[src/rtl/issue_pkg.sv]
package issue_pkg;

  // Same-cycle answers from the external window, caches, MSHR and controller
  typedef struct packed {
    logic dup;
    logic l1;
    logic mshr_ok;
    logic l2;
    logic ctrl_ok;
  } lookup_t;

  // What one slot did with the memory read
  typedef struct packed {
    logic consume;
    logic mshr_try;
    logic mshr_fail;
    logic ctrl_fail;
    logic issue;
    logic hitq;
  } step_t;

endpackage

[src/rtl/issue_slot.sv]
module issue_slot
  import issue_pkg::*;
#(
  parameter int GAP_W = 8
) (
  input  logic             run_in,
  input  logic             slot_free,
  input  logic [GAP_W-1:0] gap_in,
  input  lookup_t          lk,
  output logic             run_out,
  output logic [GAP_W-1:0] gap_out,
  output logic             add_v,
  output logic             add_r,
  output logic             add_m,
  output logic             mem_step,
  output step_t            step
);

  logic act;
  logic nonmem;
  logic l1_take;
  logic miss_try;
  logic l2_take;
  logic ctrl_try;

  always_comb begin
    act      = run_in & slot_free;
    nonmem   = act & (gap_in != '0);
    mem_step = act & (gap_in == '0);
    l1_take  = mem_step & ~lk.dup & lk.l1;
    miss_try = mem_step & ~lk.dup & ~lk.l1;
    l2_take  = miss_try & lk.mshr_ok & lk.l2;
    ctrl_try = miss_try & lk.mshr_ok & ~lk.l2;

    step.mshr_try  = miss_try;
    step.mshr_fail = miss_try & ~lk.mshr_ok;
    step.hitq      = l2_take;
    step.issue     = ctrl_try & lk.ctrl_ok;
    step.ctrl_fail = ctrl_try & ~lk.ctrl_ok;
    step.consume   = (mem_step & lk.dup) | l1_take | l2_take | step.issue;

    add_v   = nonmem | l1_take | step.issue;
    add_r   = nonmem | l1_take;
    add_m   = l1_take | step.issue;
    run_out = nonmem;
    gap_out = nonmem ? gap_in - 1'b1 : gap_in;
  end

endmodule

[src/rtl/issue_state.sv]
module issue_state #(
  parameter int GAP_W  = 8,
  parameter int ADDR_W = 16
) (
  input  logic              clk,
  input  logic              rst_n,
  input  logic              consume,
  input  logic              mshr_fail,
  input  logic              ctrl_fail,
  input  logic              mshr_ok,
  input  logic              ctrl_ok,
  input  logic [GAP_W-1:0]  gap_after,
  input  logic              rec_valid,
  input  logic [GAP_W-1:0]  rec_gap,
  input  logic [ADDR_W-1:0] rec_addr,
  output logic              rec_pop,
  output logic              cur_valid,
  output logic [GAP_W-1:0]  cur_gap,
  output logic [ADDR_W-1:0] cur_addr,
  output logic              mshr_retry,
  output logic              ctrl_retry
);

  logic              take;
  logic              valid_n;
  logic [GAP_W-1:0]  gap_n;
  logic [ADDR_W-1:0] addr_n;
  logic              mretry_n;
  logic              cretry_n;
  logic              rec_en;

  always_comb begin
    take     = (consume | ~cur_valid) & rec_valid;
    rec_pop  = take;
    valid_n  = take | (cur_valid & ~consume);
    gap_n    = take ? rec_gap : gap_after;
    addr_n   = take ? rec_addr : cur_addr;
    rec_en   = take | cur_valid;
    mretry_n = mshr_retry ? ~mshr_ok : mshr_fail;
    cretry_n = ctrl_retry ? ~ctrl_ok : ctrl_fail;
  end

  always_ff @(posedge clk or negedge rst_n) begin
    if (!rst_n) begin
      cur_valid  <= 1'b0;
      cur_gap    <= '0;
      cur_addr   <= '0;
      mshr_retry <= 1'b0;
      ctrl_retry <= 1'b0;
    end else begin
      cur_valid  <= valid_n;
      mshr_retry <= mretry_n;
      ctrl_retry <= cretry_n;
      if (rec_en) begin
        cur_gap  <= gap_n;
        cur_addr <= addr_n;
      end
    end
  end

  // a refused reservation leaves the flag raised
  a_r6_mshr_flag: assert property (@(posedge clk) disable iff (!rst_n)
    mshr_fail |=> mshr_retry);

  // a raised flag stays up until its accept is seen
  a_r11_hold_flag: assert property (@(posedge clk) disable iff (!rst_n)
    (ctrl_retry && !ctrl_ok) |=> ctrl_retry);

  // a loaded record becomes the held one
  a_r12_load: assert property (@(posedge clk) disable iff (!rst_n)
    rec_pop |=> (cur_valid && cur_addr == $past(rec_addr)));

endmodule

[src/rtl/issue_stall_ctr.sv]
module issue_stall_ctr #(
  parameter int STALL_W = 16,
  parameter int FREE_W  = 3
) (
  input  logic               clk,
  input  logic               rst_n,
  input  logic [FREE_W-1:0]  win_free,
  output logic [STALL_W-1:0] stall_cnt
);

  logic               inc_en;
  logic [STALL_W-1:0] cnt_n;

  always_comb begin
    inc_en = (win_free == '0);
    cnt_n  = stall_cnt + 1'b1;
  end

  always_ff @(posedge clk or negedge rst_n) begin
    if (!rst_n) begin
      stall_cnt <= '0;
    end else if (inc_en) begin
      stall_cnt <= cnt_n;
    end
  end

  a_r3_stall_inc: assert property (@(posedge clk) disable iff (!rst_n)
    (win_free == '0) |=> (stall_cnt == $past(stall_cnt) + 1'b1));

  a_r3_stall_hold: assert property (@(posedge clk) disable iff (!rst_n)
    (win_free != '0) |=> $stable(stall_cnt));

endmodule

[src/rtl/issue_stage.sv]
module issue_stage
  import issue_pkg::*;
#(
  parameter int IPC     = 4,
  parameter int GAP_W   = 8,
  parameter int ADDR_W  = 16,
  parameter int STALL_W = 16
) (
  input  logic                       clk,
  input  logic                       rst_n,
  input  logic                       rec_valid,
  input  logic [GAP_W-1:0]           rec_gap,
  input  logic [ADDR_W-1:0]          rec_addr,
  output logic                       rec_pop,
  output logic [ADDR_W-1:0]          look_addr,
  input  logic [$clog2(IPC+1)-1:0]   win_free,
  input  logic                       win_dup,
  input  logic                       l1_hit,
  input  logic                       mshr_ok,
  input  logic                       l2_hit,
  input  logic                       ctrl_ok,
  output logic [IPC-1:0]             add_vld,
  output logic [IPC-1:0]             add_rdy,
  output logic [IPC-1:0]             add_mem,
  output logic [ADDR_W-1:0]          add_addr,
  output logic                       mshr_req,
  output logic                       mem_req,
  output logic                       hitq_push,
  output logic                       mshr_retry,
  output logic                       ctrl_retry,
  output logic [STALL_W-1:0]         stall_cnt
);

  localparam int FREE_W = $clog2(IPC + 1);

  lookup_t           lk;
  logic              cur_valid;
  logic [GAP_W-1:0]  cur_gap;
  logic [ADDR_W-1:0] cur_addr;
  logic [IPC:0]      run;
  logic [GAP_W-1:0]  gap [IPC+1];
  logic [IPC-1:0]    mem_step;
  step_t             step [IPC];
  logic [IPC-1:0]    v_consume, v_mtry, v_mfail, v_cfail, v_issue, v_hitq;

  always_comb begin
    lk.dup     = win_dup;
    lk.l1      = l1_hit;
    lk.mshr_ok = mshr_ok;
    lk.l2      = l2_hit;
    lk.ctrl_ok = ctrl_ok;
    run[0]     = cur_valid & ~mshr_retry & ~ctrl_retry;
    gap[0]     = cur_gap;
  end

  for (genvar i = 0; i < IPC; i++) begin : g_slot
    issue_slot #(.GAP_W(GAP_W)) u_slot (
      .run_in    (run[i]),
      .slot_free (win_free > FREE_W'(i)),
      .gap_in    (gap[i]),
      .lk        (lk),
      .run_out   (run[i+1]),
      .gap_out   (gap[i+1]),
      .add_v     (add_vld[i]),
      .add_r     (add_rdy[i]),
      .add_m     (add_mem[i]),
      .mem_step  (mem_step[i]),
      .step      (step[i])
    );
    always_comb begin
      v_consume[i] = step[i].consume;
      v_mtry[i]    = step[i].mshr_try;
      v_mfail[i]   = step[i].mshr_fail;
      v_cfail[i]   = step[i].ctrl_fail;
      v_issue[i]   = step[i].issue;
      v_hitq[i]    = step[i].hitq;
    end
  end

  always_comb begin
    mshr_req  = |v_mtry;
    mem_req   = |v_issue;
    hitq_push = |v_hitq;
    look_addr = cur_addr;
    add_addr  = cur_addr;
  end

  issue_state #(.GAP_W(GAP_W), .ADDR_W(ADDR_W)) u_state (
    .clk        (clk),
    .rst_n      (rst_n),
    .consume    (|v_consume),
    .mshr_fail  (|v_mfail),
    .ctrl_fail  (|v_cfail),
    .mshr_ok    (mshr_ok),
    .ctrl_ok    (ctrl_ok),
    .gap_after  (gap[IPC]),
    .rec_valid  (rec_valid),
    .rec_gap    (rec_gap),
    .rec_addr   (rec_addr),
    .rec_pop    (rec_pop),
    .cur_valid  (cur_valid),
    .cur_gap    (cur_gap),
    .cur_addr   (cur_addr),
    .mshr_retry (mshr_retry),
    .ctrl_retry (ctrl_retry)
  );

  issue_stall_ctr #(.STALL_W(STALL_W), .FREE_W(FREE_W)) u_stall (
    .clk       (clk),
    .rst_n     (rst_n),
    .win_free  (win_free),
    .stall_cnt (stall_cnt)
  );

  // one memory step per cycle at most
  a_r10_one_step: assert property (@(posedge clk) disable iff (!rst_n)
    $onehot0(mem_step) && ($countones(add_mem) <= 1));

  // used slots are contiguous from slot 0
  a_r2_contig: assert property (@(posedge clk) disable iff (!rst_n)
    ((add_vld + 1'b1) & add_vld) == '0);

  // flags block every slot and request
  a_r11_block: assert property (@(posedge clk) disable iff (!rst_n)
    (mshr_retry || ctrl_retry) |-> (add_vld == '0 && !mshr_req && !mem_req && !hitq_push));

  // a dispatch always carries a not-ready memory entry
  a_r8_pending_entry: assert property (@(posedge clk) disable iff (!rst_n)
    mem_req |-> (|(add_mem & ~add_rdy)));

  // a refused dispatch raises the controller flag
  a_r9_ctrl_flag: assert property (@(posedge clk) disable iff (!rst_n)
    (mshr_req && mshr_ok && !l2_hit && !ctrl_ok) |=> ctrl_retry);

endmodule

[config.mk]
export PLATFORM = sky130hd
export DESIGN_NAME = issue_stage
export DESIGN_NICKNAME = d
export VERILOG_FILES = /design/src/rtl/issue_pkg.sv /design/src/rtl/issue_slot.sv /design/src/rtl/issue_state.sv /design/src/rtl/issue_stall_ctr.sv /design/src/rtl/issue_stage.sv
export SDC_FILE = /design/constraint.sdc
export NUM_CORES = 1
export LEC_CHECK = 0
export BUFFER_PORTS_ARGS = -buffer_cell sky130_fd_sc_hd__buf_4
export CORE_ASPECT_RATIO = 0.8
export CORE_MARGIN = 4
export CORE_UTILIZATION = 25
export CTS_CLUSTER_DIAMETER = 30
export DETAILED_ROUTE_END_ITERATION = 6
export MAX_ROUTING_LAYER = met4
export PLACE_DENSITY = 0.5
export SYNTH_ARGS = -nofsm -noshare
export SYNTH_HDL_FRONTEND = slang
export SYNTH_HIERARCHICAL = 1
export SYNTH_SLANG_ARGS = --single-unit
export TNS_END_PERCENT = 30
[constraint.sdc]
create_clock -name clk -period 14.98 [get_ports clk]
set_input_delay 0 -clock clk [delete_from_list [all_inputs] [get_ports clk]]
set_output_delay 0 -clock clk [all_outputs]
set_load 0.005 [all_outputs]
==> flow_metrics.tcl <==
set metrics [dict create \
    die_w_um 139 \
    dpl.hpwl_mm 7.14 \
    n_antenna_cell 0 \
    ir_drop_v 0.0000618 \
    layout-drive-gt1-share_pct 37.3 \
    vias 2995 \
    sequentialPowerShare_pct 23.5 \
    start_kind "register" \
    gp_congestion 0.848 \
    grt_pass1_vias 2847 \
    postCtsSetupBuffers 0 \
    finalNetCount 506 \
    ant_nets 0 \
    grt_usage_pct 11.7 \
    clock_latency_ns 0.28 \
    clkTransAtPathRegs_ns 0.06 \
    slowest_delay_ns 0.70 \
    finalHoldViolCount 0 \
    syn_inst 373 \
    antenna_found_initial 0 \
    setup_violations 0 \
    crit_arrival_ns 7.10 \
    rows 38 \
    whs_ns 0.0380 \
    stdcell_count 647 \
    totalWireLength_mm 9.28 \
    rsz0062_at_grt "no" \
    cts_tree "yes" \
    hold_class "primary input to register" \
    total_power_uw 877 \
    dieArea_um2 15800 \
    port_buffers 100 \
    boundaryPins 101 \
    synth_area_per_cell_um2 9.26 \
    netSwitchingPower_uw 386 \
    slew_viol_final 0 \
    comb_power_share_pct 63.7 \
    critical_path_required_ns 15.14 \
    design_area_um2 4520 \
    cts.path.max_buffers 2 \
    worstSetupEndpointType "register" \
    status "complete, no violations" \
    critPathBufInv 6 \
    path_class "register to register" \
    critPathTopFamily "simple AND/OR/NAND/NOR gates" \
    cts_max_level 2 \
    intPower_uw 491 \
    grt_max_degree 44 \
    syn-cell-area_um2 3460 \
    syn-num-nets 413 \
    yosysWarningCount 6 \
    final.setup.worst_slack_ns 8.04 \
    cts.sinks 43 \
    worstPathMaxFanout 18 \
    powerDensity_nw_per_um2 194 \
    cts-resized-gates 0 \
    syn_to_final_growth_pct 30.8 \
    finalCriticalPeriod_ns 6.94 \
    cp_slowest_cell "dfrtp_1" \
    max_clock_freq_mhz 144 \
    grt_pass1_wl_mm 14.9 \
    postPlaceCellArea_um2 4190 \
    finalSetupTns_ns 0 \
    grt-ovfl-total 0 \
    switching_share_pct 44.0 \
    drt-initial-drc-count 96 \
    worst_slew_pin_slew_ns 0.569 \
    relSlewSlack_pct 62.1 \
    dp.cells 622 \
    fin_skew_ns 0.00424 \
    viasPerCell 4.63 \
    clkPwrFrac_pct 12.8 \
    die_y_um 113 \
    p_leak_nw 2.22 \
    core_area_um2 13600 \
    drc 0 \
    max_cap_viol_count 0 \
    post-route-util_pct 33.4 \
    min_period_over_period_pct 46.3 \
    cts_buffers 5 \
    initial_utilization_pct 25.5 \
    cts-root-buf "clkbuf_16" \
    first_pass_iters 4 \
    place_ws_ns 8.09 \
    post_drt_wl_per_cell_um 14.3 \
]
[worst min-delay path: cells and delay by family]
kind / cells / cell delay (ns)
AO/OA/AOI/OAI: 1 / 0.12
buffers and inverters: 1 / 0.09
multiplexers: 1 / 0.06
[flip-flops by register name, indices dropped and copies added (netlist names)]
register            count
u_stall/stall_cnt      16
u_state/cur_addr       16
u_state/cur_gap         8
u_state/ctrl_retry      1
u_state/cur_valid       1
u_state/mshr_retry      1
[layout by cell type (no fill, tap or decap), types with 9 or more instances in the layout]
master and instances:
a21oi_1 12, xor2_1 10, nor3_1 9, mux2_4 9, mux2i_1 10, inv_1 13
nor2_1 36, dfrtp_1 43, buf_4 100, dlygate4sd3_1 17, o21ai_0 16, nand4_1 9
mux2_2 12, nand2_1 19, nand3_1 16, xnor2_1 25
[routing by layer]
| metal | share of wire (%) | GRT usage [%] |
|---|---|---|
| met1 | 48 | 16.1 |
| met5 | 0 | - |
| met2 | 46 | 18.0 |
| met3 | 5.7 | 2.20 |
| met4 | 0.50 | 2.28 |
[final timing paths]
path / slack (ns) / depth (start not counted) / startpoint / endpoint
worst max-delay path: 8.04 / 27 / u_state/cur_valid / u_state/cur_addr[13]
worst min-delay path: 0.04 / 3 / rec_gap[1] / u_state/cur_gap[1]
worst max register to register: 8.04 / 27 / u_state/cur_valid / u_state/cur_addr[13]
worst min register to register: 0.47 / 1 / u_stall/stall_cnt[15] / u_stall/stall_cnt[15]
max in group asynchronous: 14.33 / 2 / rst_n / u_state/cur_addr[6]
min in group asynchronous: 0.26 / 2 / rst_n / u_stall/stall_cnt[8]
[power by group through the flow]
stage	clock [mW]	sequential, mW	combinational (mW)
6_report	0.112	0.206	0.559
2_1_floorplan	0	0.197	0.406
3_3_place_gp	0	0.208	0.552
5_1_grt	0.121	0.213	0.623
4_1_cts	0.117	0.207	0.563
3_5_place_dp	0	0.209	0.557
[layout make-up]
type                    count  area [µm²]
inverters                  21        78.8
multi-input cells         278        2060
well taps                 180         225
fillers                  1413        9030
repair buffers            117         921
clock buffers               8         156
flip-flops and latches     43        1080
[repair_timing]
action,in CTS,in global routing
endpoints found under the setup margin,0,0
hold buffers,17,0
hold endpoints to repair,59,0
Note: power is estimated with default switching activity, not from simulation.
